<file path="src/rtl/prio_bus_arbiter.sv">
module prio_bus_arbiter #(
  parameter int LEVELS = 4,
  parameter int SETTLE = 2
) (
  input  logic              clk,
  input  logic              rst_n,
  input  logic [LEVELS-1:0] bus_req,
  input  logic              slave_ack,
  output logic [LEVELS-1:0] bus_grant
);
  localparam int CW = $clog2(SETTLE + 1) + 1;

  logic [LEVELS-1:0] held;
  logic [LEVELS-1:0] grant_q;
  logic [CW-1:0]     quiet;

  function automatic logic [LEVELS-1:0] top_bit(input logic [LEVELS-1:0] v);
    logic [LEVELS-1:0] r;
    r = '0;
    for (int i = 0; i < LEVELS; i++)
      if (v[i]) r = LEVELS'(1) << i;
    return r;
  endfunction

  wire settled = (quiet == CW'(SETTLE));
  wire idle    = !slave_ack && (grant_q == '0);
  wire fire    = idle && settled && (held != '0);
  wire open_w  = idle && !fire;

  always_ff @(posedge clk) begin
    if (!rst_n) begin
      quiet   <= '0;
      held    <= '0;
      grant_q <= '0;
    end else begin
      if (slave_ack)     quiet <= '0;
      else if (!settled) quiet <= quiet + 1'b1;

      if (open_w) held <= bus_req;

      if (slave_ack) grant_q <= '0;
      else if (fire) grant_q <= top_bit(held);
    end
  end

  assign bus_grant = grant_q;
endmodule

</file>
<file path="config.mk">
export PLATFORM = sky130hd
export DESIGN_NAME = prio_bus_arbiter
export DESIGN_NICKNAME = d
export VERILOG_FILES = /design/src/rtl/prio_bus_arbiter.sv
export SDC_FILE = /design/constraint.sdc
export NUM_CORES = 1
export LEC_CHECK = 0
export BUFFER_PORTS_ARGS = -buffer_cell sky130_fd_sc_hd__buf_4
export CORE_AREA = 2 2 39 41
export CTS_CLUSTER_DIAMETER = 80
export DETAILED_ROUTE_END_ITERATION = 7
export DIE_AREA = 0 0 41 43
export GPL_ROUTABILITY_DRIVEN = 0
export PLACE_DENSITY_LB_ADDON = 0.15
export SLEW_MARGIN = 20
export SYNTH_ARGS = -nofsm -noshare
export SYNTH_HDL_FRONTEND = slang
export SYNTH_SLANG_ARGS = --single-unit
</file>
<file path="constraint.sdc">
create_clock -name clk -period 2 [get_ports clk]
set_input_delay 0.5 -clock clk [delete_from_list [all_inputs] [get_ports clk]]
set_output_delay 0.5 -clock clk [all_outputs]
set_load 0.01 [all_outputs]
</file>
==> results.yml <==
cts:
  clk-insertion-delay-late_ps: 260
  ctsHoldBuffers: 0
  clk_buf_depth: 2
  cts_num_sinks: 11
  cts_root_buffer: "clkbuf_4"
  cts_buffers: 3
  worst_setup_hold_path_clk_slew_ps: 70
  cts_htree_levels: 1
  postCtsResizedCells: 0
  cts.repair_timing.setup_buffer_count: 0
  tritoncts: "done"
worst_setup_path:
  timing.setup.critical_path_class: "flip-flop to flip-flop"
  worst-r2r-cell-count: 3
  worst-endpoint-arrival_ps: 1790
  r2r-start: "held[0]$_SDFFE_PN0P_"
  path_cells: "or4_4, a311oi_4, mux2i_1"
  critical-path-max-stage-delay_ps: 540
  reg2reg_slack_ps: 400
  start_kind: "flip-flop"
  slowest_stage: "or4_4"
  critPathMaxFanout: 4
  critPathCapture: "held[1]$_SDFFE_PN0P_"
  reg2reg_to: "held[1]$_SDFFE_PN0P_"
  setup.worst_path.end_class: "flip-flop"
  setup.worst_path.start: "held[0]$_SDFFE_PN0P_"
  data_required_time_at_the_worst_endpoint_ps: 2190
global_route:
  grt_util_met1_pct: 15.86
  grt_util_met2_pct: 18.44
  grt_pass1_wl_um: 1490
  vias_in_the_first_global_route: 375
  grt.overflow.total: 0
  grt_max_degree: 11
  antenna_found_initial: 0
  global_route_total_usage_across_every_layer_pct: 12.37
  grt.busiest_layer: "met2"
  met3_usage_pct: 3.141
final_layout:
  antennaDiodeCount: 0
  stdcell_area_sq_um: 635.6
  layout_utilization_pct: 45.93
  instances_no_fill: 84
  final_layout_size_suffix_gt1_share_pct: 26.47
  most-common-layout-cells: "nand2_1, dfxtp_1, buf_4, nor2_1, mux2i_1"
  layout_commonest_cell: "nand2_1"
  nNetsFinal: 78
  area_growth_syn_to_layout_pct: 21.82
synth:
  yosys.area_share.simple_pct: 25.66
  netlist_top_cells_area: "dfxtp_1, mux2i_1, nand2_1, a311oi_4, ha_1"
  synthAdderAreaFrac_pct: 4.796
  post-synth-top-area-cell: "dfxtp_1"
  synth_top_cell_area_share_pct: 42.21
  synth_xor_xnor_area_share_pct: 1.679
  synthesis.area_sq_um: 521.8
  avgSynthCellArea_sq_um: 9.317
  synth_top_family_by_area: "simple AND/OR/NAND/NOR gates"
  synth-seq-cells: 11
  synthesis.yosys.warnings: 0
  synthMuxAreaShare_pct: 9.592
  synthesis.instances: 56
  synth.distinct_cells: 18
  synth_compound_gate_area_share_pct: 12.47
  synthesis.nets: 65
  synth-seq-area-share_pct: 42.21
die:
  die-width_um: 41
  die_height_um: 43
  number_of_rows_in_the_core_area: 14
  floorplan.initialDensity_pct: 37.70
  floorplan.core_area_sq_um: 1384
  design.die.area_sq_um: 1763
  number_of_i_o_pins: 11
pwr:
  pwr_density_cell_nw_per_um2: 688.3
  p_leak_nw: 0.2637
  irDropWorstVdd_mv: 0.3009
timing:
  finalHoldViolations: 0
  timing.max_slew.rel_slack_pct: 71.25
  finClkSkew_ps: 3.533
  fin_worst_hold_slack_ps: 485.3
  min_period_ps: 1598
  period_share_pct: 79.88
  maxSlewViolCount: 0
  setup-violations-final: 0
  grt_setup_unrepaired: "false"
  fmax_mhz: 625.9
  fin_setup_tns_ps: 0
  max_slew.worst_pin.slew_ps: 430.3
detailed_routing:
  total_via_count_after_detailed_routing: 404
  totalWireLength_um: 880
  drc_errors: 0
  antenna_violating_nets_post_route: 0
  route.detailed.wl_per_inst_um: 10.48
  viasPerCell: 4.810
  drtPass1Iterations: 2
  first_iter_violations: 1
placed_design:
  number_of_port_buffers: 10
  place_inst: 80
  placed_cell_area_sq_um: 609.3
  post_dp_hpwl_um: 691.8
flow_run:
  maxCapViolCount: 0
worst_hold_path:
  holdCritPathClass: "flip-flop to flip-flop"
outcome:
  outcome: "finished, final reports clean"
==> cell families after synthesis <==
kind of cell               Yosys count
adders and majority gates            2
DFF                                 11
AOI/OAI and AO/OA                    6
muxes                                5
and+or+nand+nor                     26
buffers and inverters                5
xor gates and xnor gates             1
==> Yosys cell counts <==
cell type	count
nand4b_1	1
clkbuf_1	2
nor2b_1	1
nor2_1	5
xnor2_1	1
nand3_1	1
ha_1	2
dfxtp_1	11
o41ai_2	1
a311oi_4	1
or4_4	2
or3_4	1
o21ai_0	3
mux2i_1	5
a211oi_1	1
inv_1	3
nand2b_1	2
nand2_1	13
==> power breakdown <==
group / switching, W / leakage, nW / internal, W
logic: 0.0000243 / 0.159 / 0.0000287
registers: 0.00000816 / 0.0897 / 0.000227
clock network: 0.0000720 / 0.0150 / 0.0000770
total: 0.000104 / 0.264 / 0.000333
==> flip-flops by register name (all words and copies together) (netlist names) <==
name,flops
bus_grant,4
quiet,3
held,4
==> cell type report <==
class                           instances  area, sq um
Inverter                                3        11.26
Timing Repair Buffer                   10        75.07
Multi-Input combinational cell         40        282.8
Sequential cell                        11        220.2
Fill cell                             142        748.2
Clock buffer                            4        26.28
Tap cell                               16        20.02
==> critical path, delay by kind of cell (launching register included) <==
family          cells  cell delay [ps]
compound gates      1              440
simple gates        1              540
flops               1              330
mux                 1              220
==> metrics by stage <==
stage | worst slack (ps) | power (W)
CTS | 377.8 | 0.0004414
global placement | 236.2 | 0.0002942
detailed placement | 213.8 | 0.0002943
finish | 402.3 | 0.0004375
global route | 309.5 | 0.0004570
floorplan | 414.0 | 0.0002784
==> routing by layer <==
layer / share of wire, % / up-vias
met5: 0 / -
met4: 1.0 / 0
met3: 3.0 / 2
met2: 46 / 5
met1: 50 / 185
li1: - / 212
==> worst min path at each step <==
stage / startpoint / end / slack (ps) / cells after the start
2_1_floorplan: held[0]$_SDFFE_PN0P_ / held[0]$_SDFFE_PN0P_ / 450 / 2
3_3_place_gp: held[1]$_SDFFE_PN0P_ / held[1]$_SDFFE_PN0P_ / 470 / 2
3_5_place_dp: held[0]$_SDFFE_PN0P_ / held[0]$_SDFFE_PN0P_ / 480 / 2
4_1_cts: bus_req[0] / held[0]$_SDFFE_PN0P_ / 490 / 3
5_1_grt: bus_req[3] / held[3]$_SDFFE_PN0P_ / 510 / 3
6_report: held[0]$_SDFFE_PN0P_ / held[0]$_SDFFE_PN0P_ / 490 / 2
(Power assumes the default switching activity.)
